==> src/rtl/dfc_pkg.sv <==
package dfc_pkg;
  localparam int SINC_ORDER = 7;
  localparam int WORD_W     = 24;
  localparam int COEF_W     = 18;
endpackage

==> src/rtl/dfc_sinc.sv <==
module dfc_sinc #(
  parameter int IN_W  = 18,
  parameter int RATIO = 2,
  parameter int ORDER = dfc_pkg::SINC_ORDER,
  localparam int CW   = (RATIO > 2) ? $clog2(RATIO) : 1,
  localparam int W    = IN_W + ORDER * $clog2(RATIO)
) (
  input  logic                clk,
  input  logic                rst,
  input  logic                in_en,
  input  logic signed [IN_W-1:0] in_data,
  output logic                out_v,
  output logic signed [W-1:0] out_data
);
  logic signed [W-1:0] integ [ORDER];
  logic signed [W-1:0] dly   [ORDER];
  logic signed [W-1:0] cs    [ORDER+1];
  logic [CW-1:0]       ph;
  logic                dec;

  for (genvar k = 0; k < ORDER; k++) begin : g_int
    if (k == 0) begin : g_first
      always_ff @(posedge clk)
        if (rst) integ[k] <= '0;
        else if (in_en) integ[k] <= integ[k] + W'(in_data);
    end else begin : g_rest
      always_ff @(posedge clk)
        if (rst) integ[k] <= '0;
        else if (in_en) integ[k] <= integ[k] + integ[k-1];
    end
  end

  always_ff @(posedge clk) begin
    if (rst) begin
      ph  <= '0;
      dec <= 1'b0;
    end else begin
      dec <= in_en && (ph == CW'(RATIO - 1));
      if (in_en) ph <= (ph == CW'(RATIO - 1)) ? '0 : ph + 1'b1;
    end
  end

  always_comb begin
    cs[0] = integ[ORDER-1];
    for (int k = 0; k < ORDER; k++) cs[k+1] = cs[k] - dly[k];
  end

  always_ff @(posedge clk) begin
    if (rst) begin
      for (int k = 0; k < ORDER; k++) dly[k] <= '0;
      out_data <= '0;
      out_v    <= 1'b0;
    end else begin
      out_v <= dec;
      if (dec) begin
        for (int k = 0; k < ORDER; k++) dly[k] <= cs[k];
        out_data <= cs[ORDER];
      end
    end
  end

  // the sinc stage emits at most one word per RATIO (>=2) enabled samples
  assert_sinc_gap_R2: assert property (@(posedge clk) disable iff (rst)
    out_v |=> !out_v);
endmodule

==> src/rtl/dfc_fir2.sv <==
module dfc_fir2 #(
  parameter int IN_W  = 25,
  parameter int TAPS  = 7,
  parameter int COEF [TAPS] = '{-1, 0, 9, 16, 9, 0, -1},
  parameter int SHIFT = 5,
  localparam int OW   = IN_W + 1,
  localparam int AW   = IN_W + 2 + dfc_pkg::COEF_W + $clog2(TAPS)
) (
  input  logic                 clk,
  input  logic                 rst,
  input  logic                 in_v,
  input  logic signed [IN_W-1:0] in_d,
  output logic                 out_v,
  output logic signed [OW-1:0] out_d
);
  logic signed [IN_W-1:0] tap [TAPS];
  logic signed [AW-1:0]   acc, cw, pair;
  logic                   phase, fire;

  always_ff @(posedge clk) begin
    if (rst) begin
      for (int k = 0; k < TAPS; k++) tap[k] <= '0;
      phase <= 1'b0;
      fire  <= 1'b0;
    end else begin
      fire <= in_v && phase;
      if (in_v) begin
        tap[0] <= in_d;
        for (int k = 1; k < TAPS; k++) tap[k] <= tap[k-1];
        phase <= ~phase;
      end
    end
  end

  always_comb begin
    acc = '0;
    for (int k = 0; k < TAPS / 2; k++) begin
      cw   = AW'(COEF[k]);
      pair = AW'(tap[k]) + AW'(tap[TAPS-1-k]);
      acc  = acc + cw * pair;
    end
    cw   = AW'(COEF[TAPS/2]);
    pair = (TAPS % 2 == 1) ? AW'(tap[TAPS/2]) : '0;
    acc  = acc + cw * pair;
  end

  always_ff @(posedge clk) begin
    if (rst) begin
      out_v <= 1'b0;
      out_d <= '0;
    end else begin
      out_v <= fire;
      if (fire) out_d <= OW'(acc >>> SHIFT);
    end
  end

  // each FIR word is the result of an accepted input two cycles earlier
  assert_fir_follows_R2: assert property (@(posedge clk) disable iff (rst)
    out_v |-> $past(in_v, 2));
endmodule

==> src/rtl/decim_chain.sv <==
module decim_chain #(
  parameter int IN_W       = 18,
  parameter int MODEL_N    = 1,
  parameter int SETTLE_OUT = 74,
  parameter int F1_TAPS    = 7,
  parameter int F1_COEF [F1_TAPS] = '{-1, 0, 9, 16, 9, 0, -1},
  parameter int F1_SHIFT   = 5,
  parameter int F2_TAPS    = 7,
  parameter int F2_COEF [F2_TAPS] = '{-3, 0, 19, 32, 19, 0, -3},
  parameter int F2_SHIFT   = 6
) (
  input  logic                  clk,
  input  logic                  rst,
  input  logic                  in_en,
  input  logic signed [IN_W-1:0] in_data,
  output logic                  out_valid,
  output logic signed [23:0]    out_data
);
  localparam int OUT_W = dfc_pkg::WORD_W;
  localparam int RATIO = 2 * MODEL_N;
  localparam int SW    = IN_W + dfc_pkg::SINC_ORDER * $clog2(RATIO);
  localparam int F1W   = SW + 1;
  localparam int F2W   = F1W + 1;
  localparam int EW    = ((F2W > OUT_W) ? F2W : OUT_W) + 1;
  localparam int SCW   = $clog2(SETTLE_OUT + 2);
  localparam logic signed [EW-1:0] SMAX = EW'((64'sd1 <<< (OUT_W - 1)) - 1);
  localparam logic signed [EW-1:0] SMIN = -SMAX - 1;

  logic                  s_v, f1_v, f2_v;
  logic signed [SW-1:0]  s_d;
  logic signed [F1W-1:0] f1_d;
  logic signed [F2W-1:0] f2_d;
  logic signed [EW-1:0]  ext;
  logic [SCW-1:0]        settle;

  dfc_sinc #(.IN_W(IN_W), .RATIO(RATIO)) u_sinc (
    .clk(clk), .rst(rst), .in_en(in_en), .in_data(in_data),
    .out_v(s_v), .out_data(s_d));

  dfc_fir2 #(.IN_W(SW), .TAPS(F1_TAPS), .COEF(F1_COEF), .SHIFT(F1_SHIFT)) u_fir_a (
    .clk(clk), .rst(rst), .in_v(s_v), .in_d(s_d), .out_v(f1_v), .out_d(f1_d));

  dfc_fir2 #(.IN_W(F1W), .TAPS(F2_TAPS), .COEF(F2_COEF), .SHIFT(F2_SHIFT)) u_fir_b (
    .clk(clk), .rst(rst), .in_v(f1_v), .in_d(f1_d), .out_v(f2_v), .out_d(f2_d));

  assign ext = EW'(f2_d);

  always_ff @(posedge clk) begin
    if (rst) begin
      settle    <= '0;
      out_valid <= 1'b0;
      out_data  <= '0;
    end else begin
      out_valid <= 1'b0;
      if (f2_v) begin
        if (settle < SCW'(SETTLE_OUT)) begin
          settle <= settle + 1'b1;
        end else begin
          out_valid <= 1'b1;
          if (ext > SMAX)      out_data <= OUT_W'(SMAX);
          else if (ext < SMIN) out_data <= OUT_W'(SMIN);
          else                 out_data <= OUT_W'(ext);
        end
      end
    end
  end

  // nothing is presented in the first cycle after reset
  assert_reset_clear_R1: assert property (@(posedge clk) disable iff (rst)
    $past(rst) |-> (!out_valid && out_data == '0));
  // single-cycle strobe
  assert_valid_pulse_R3: assert property (@(posedge clk) disable iff (rst)
    out_valid |=> !out_valid);
  // every strobe stems from a final-stage result of the previous cycle
  assert_valid_source_R6: assert property (@(posedge clk) disable iff (rst)
    out_valid |-> $past(f2_v));
endmodule

==> config.mk <==
export PLATFORM = sky130hd
export DESIGN_NAME = decim_chain
export DESIGN_NICKNAME = d
export VERILOG_FILES = /design/src/rtl/dfc_pkg.sv /design/src/rtl/dfc_sinc.sv /design/src/rtl/dfc_fir2.sv /design/src/rtl/decim_chain.sv
export SDC_FILE = /design/constraint.sdc
export NUM_CORES = 2
export LEC_CHECK = 0
export BUFFER_PORTS_ARGS = -buffer_cell sky130_fd_sc_hd__buf_4
export CAP_MARGIN = 15
export CORE_MARGIN = 2
export CORE_UTILIZATION = 45
export CTS_BUF_LIST = sky130_fd_sc_hd__clkbuf_4
export DETAILED_ROUTE_END_ITERATION = 12
export SLEW_MARGIN = 20
export SYNTH_ARGS = -nofsm -noshare
export SYNTH_HDL_FRONTEND = slang
export SYNTH_SLANG_ARGS = --single-unit
==> constraint.sdc <==
create_clock -name clk -period 20.5 [get_ports clk]
set_input_delay 0 -clock clk [delete_from_list [all_inputs] [get_ports clk]]
set_output_delay 0 -clock clk [all_outputs]
set_load 0.01 [all_outputs]
==> results.py <==
metrics = {
    "critical_path": {
        "cp-startpoint": "u_sinc.integ[6][1]$_SDFFCE_PN0P_",
        "critPathSlowestCell": "edfxtp_1",
        "critPathArrivalTime_ps": 11520,
        "worstRegToRegCells": 48,
        "reg2reg_slack_ps": 10020,
        "path_class": "reg -> reg",
        "timing.rr.start": "u_sinc.integ[6][1]$_SDFFCE_PN0P_",
        "crit_required_ps": 21540,
        "cp-end-kind": "register",
        "crit_end": "u_sinc.out_data[24]$_SDFFE_PP0P_",
        "cp-start-kind": "register",
        "crit_path_max_incr_delay_ps": 420,
        "worstPathMaxFanout": 6,
        "reg2reg_to": "u_sinc.out_data[24]$_SDFFE_PP0P_",
    },
    "floorplan": {
        "initial_utilization_pct": 45.3,
        "num_rows": 130,
        "ios": 46,
        "core_area_um2": 126000,
        "fp.dieW_um": 360,
        "die_area_um2": 129000,
        "die_h_um": 360,
    },
    "synthesis": {
        "synth.avg_cell_area_um2": 10.4,
        "synth_cells": 5461,
        "synth-seq-area-share_pct": 41.5,
        "synth_ff_type": "edfxtp_1",
        "syn_nets": 6292,
        "synth_edf_count": 707,
        "async_flop_share_pct": 0,
        "yosysWarnings": 0,
        "syn_area_um2": 56900,
        "ys_seq_elements": 826,
        "synth_cell_types": 76,
    },
    "global_routing": {
        "grt_pass1_wl_mm": 188,
        "grt_pass1_vias": 38700,
        "met2_usage_pct": 28.2,
        "top_usage_layer": "met2",
        "grt_max_degree": 121,
        "grtUsageTotal_pct": 17.3,
        "antenna_found_initial": 5,
        "grt_util_met1_pct": 23.4,
        "grtUsageMet3_pct": 3.28,
        "grt_overflow_total": 0,
    },
    "place": {
        "globalplace.congestion": 0.804,
        "place_hpwl_mm": 78.5,
        "io_buffer_count": 45,
    },
    "cts": {
        "cts_max_path_buffers": 3,
        "cts_setup_buffers": 0,
        "clk_pin_slew_ps": 80,
        "cts_buffers": 230,
        "cts_resized": 0,
        "h-tree-depth": 4,
        "cts_root_buf": "clkbuf_4",
        "cts_tree": "done",
        "clk_latency_ps": 1210,
        "clock_sinks": 826,
    },
    "finish": {
        "drive_gt1_share_pct": 7.99,
        "final_util_pct": 50.1,
        "final_nets": 6551,
        "nFillCells": 11600,
        "multi_input_area_um2": 31000,
        "seqCellArea_um2": 23600,
        "layout-area-overhead-vs-synth_pct": 10.5,
    },
    "sta": {
        "hold_slack_ps": 227,
        "max_freq_mhz": 95.4,
        "tightest_slew_ps": 1080,
        "finalCritPeriodShare_pct": 51.1,
        "slew_headroom_pct": 27.8,
        "finalMaxSlewViolations": 0,
        "setup_violations": 0,
        "clock_skew_ps": 61.2,
        "hold_viol": 0,
        "fin_tns_setup_ps": 0,
        "fin_crit_ps": 10480,
        "rsz0062_at_grt": "false",
    },
    "detailed_routing": {
        "wl_mm": 112,
        "routedWlPerCell_um": 14.8,
        "drc": 0,
        "firstDrtPassIters": 5,
        "avgViaCountPerCell": 5.15,
        "drtAntennaViolNets": 0,
        "vias": 38800,
        "drt_iter0_markers": 2126,
    },
    "job": {
        "drv_cap": 0,
    },
    "status": {
        "status": "finished clean",
    },
    "min_path": {
        "hp-class": "in -> reg",
    },
}
==> logic make-up after synthesis <==
group                      after synthesis  share of synthesized area (%)
AOI/OAI and AO/OA                     1047                           11.8
xor gates and xnor gates               393                           6.09
adders and majority gates              810                           20.0
buffers and inverters                  629                           4.15
DFF                                    826                           41.5
muxes                                   64                           1.13
and+or+nand+nor                       1692                           15.3
==> cell usage after synthesis (15+ instances only) <==
library cell    n  share of area [%]
a211oi_1       39               0.51
inv_1         516                3.4
nand4_1        21               0.23
and3_1         35               0.38
ha_1          640                 14
xor2_1        132                2.0
nand3_1        70               0.62
or3_1          37               0.41
o21ai_0       249                2.2
xnor2_1       259                4.0
o21a_1         41               0.54
nor3_1        118                1.0
and2_1        484                5.3
mux2i_1        63                1.1
edfxtp_1      707                 37
nand2b_1       54               0.59
a31oi_1        35               0.38
dfxtp_1       119                4.2
nand2_1       241                1.6
fa_1          170                6.0
clkbuf_1       99               0.65
or2_2          20               0.22
o21bai_1       53               0.70
a21oi_1       285                2.5
o31a_1         18               0.28
a21boi_0       36               0.47
o31ai_1        18               0.24
nor2b_1       133                1.5
o211ai_1       15               0.20
a21o_1        130                1.7
nor2_1        431                2.8
==> final cells by class <==
class | instances | area share [%]
diodes | 9 | 0.0358
multi-input cells | 4006 | 49.3
well taps | 1650 | 3.28
inverters | 517 | 3.10
flip-flops and latches | 826 | 37.5
clock buffers | 340 | 4.06
repair buffers | 139 | 1.99
clock inverters | 58 | 0.674
==> sequential cells by signal (all words and copies together), names as in the netlist, 7 cells and up <==
name,count
out_data,24
settle,7
u_fir_a.out_d,26
u_fir_a.tap,175
u_fir_b.out_d,27
u_fir_b.tap,182
u_sinc.dly,175
u_sinc.integ,175
u_sinc.out_data,25
==> layout by cell type, fill, tap and decap left out, drive strengths merged, types with 53 or more instances in the layout <==
| master | synthesis | layout |
|---|---|---|
| and2 | 484 | 484 |
| nor2 | 431 | 431 |
| nand3 | 70 | 70 |
| a21o | 130 | 130 |
| nor2b | 133 | 133 |
| ha | 640 | 640 |
| o21bai | 53 | 53 |
| xor2 | 132 | 132 |
| o21ai | 251 | 251 |
| nand2 | 241 | 241 |
| clkbuf | 99 | 340 |
| a21oi | 286 | 286 |
| dfxtp | 119 | 119 |
| dlygate4sd3 | 0 | 69 |
| buf | 13 | 70 |
| nor3 | 118 | 118 |
| fa | 170 | 170 |
| inv | 517 | 518 |
| xnor2 | 259 | 259 |
| edfxtp | 707 | 707 |
| nand2b | 54 | 54 |
| mux2i | 63 | 63 |
==> worst min path at each step <==
stage	depth (start not counted)	start	slack, ps	end
6_report	4	in_en	230	u_sinc.integ[4][21]$_SDFFCE_PN0P_
4_1_cts	4	in_en	30	u_sinc.integ[4][21]$_SDFFCE_PN0P_
5_1_grt	4	in_en	110	u_sinc.integ[4][21]$_SDFFCE_PN0P_
3_3_place_gp	3	in_en	290	u_sinc.ph$_SDFFE_PP0P_
2_1_floorplan	2	in_en	140	u_sinc.ph$_SDFFE_PP0P_
3_5_place_dp	3	in_en	290	u_sinc.ph$_SDFFE_PP0P_
==> critical path: cells and delay by family, from the launching register on <==
family / cells / cell delay (ps)
AO/OA/AOI/OAI: 21 / 4770
adder cells (fa/ha/maj): 7 / 2230
AND/OR/NAND/NOR: 13 / 1790
XOR/XNOR: 6 / 980
flip-flops: 1 / 420
buffers and inverters: 1 / 120
==> through the flow <==
step                      setup WS (ps)  instances  instance area, µm²
after floorplan                   11390       5461               56900
after global placement            10200       7068               59200
after detailed placement          10150       7068               59200
after CTS                         10010       7536               62900
after global routing               8890       7543               62900
final                             10020       7545               62900
==> repair_timing <==
item / CTS / global route
hold buffers: 70 / 0
hold endpoints to repair: 387 / 0
setup endpoints to repair: 0 / 0
==> metal layers <==
layer / share of wire, % / wire length, µm
met5: 0 / 0
met4: 2.0 / 2280
met3: 3.6 / 4060
met2: 46 / 51100
met1: 49 / 54500
Power is left out: the tool's default activity adds up to more than one toggle a clock period on the data nets, which glitch-free logic cannot reach.
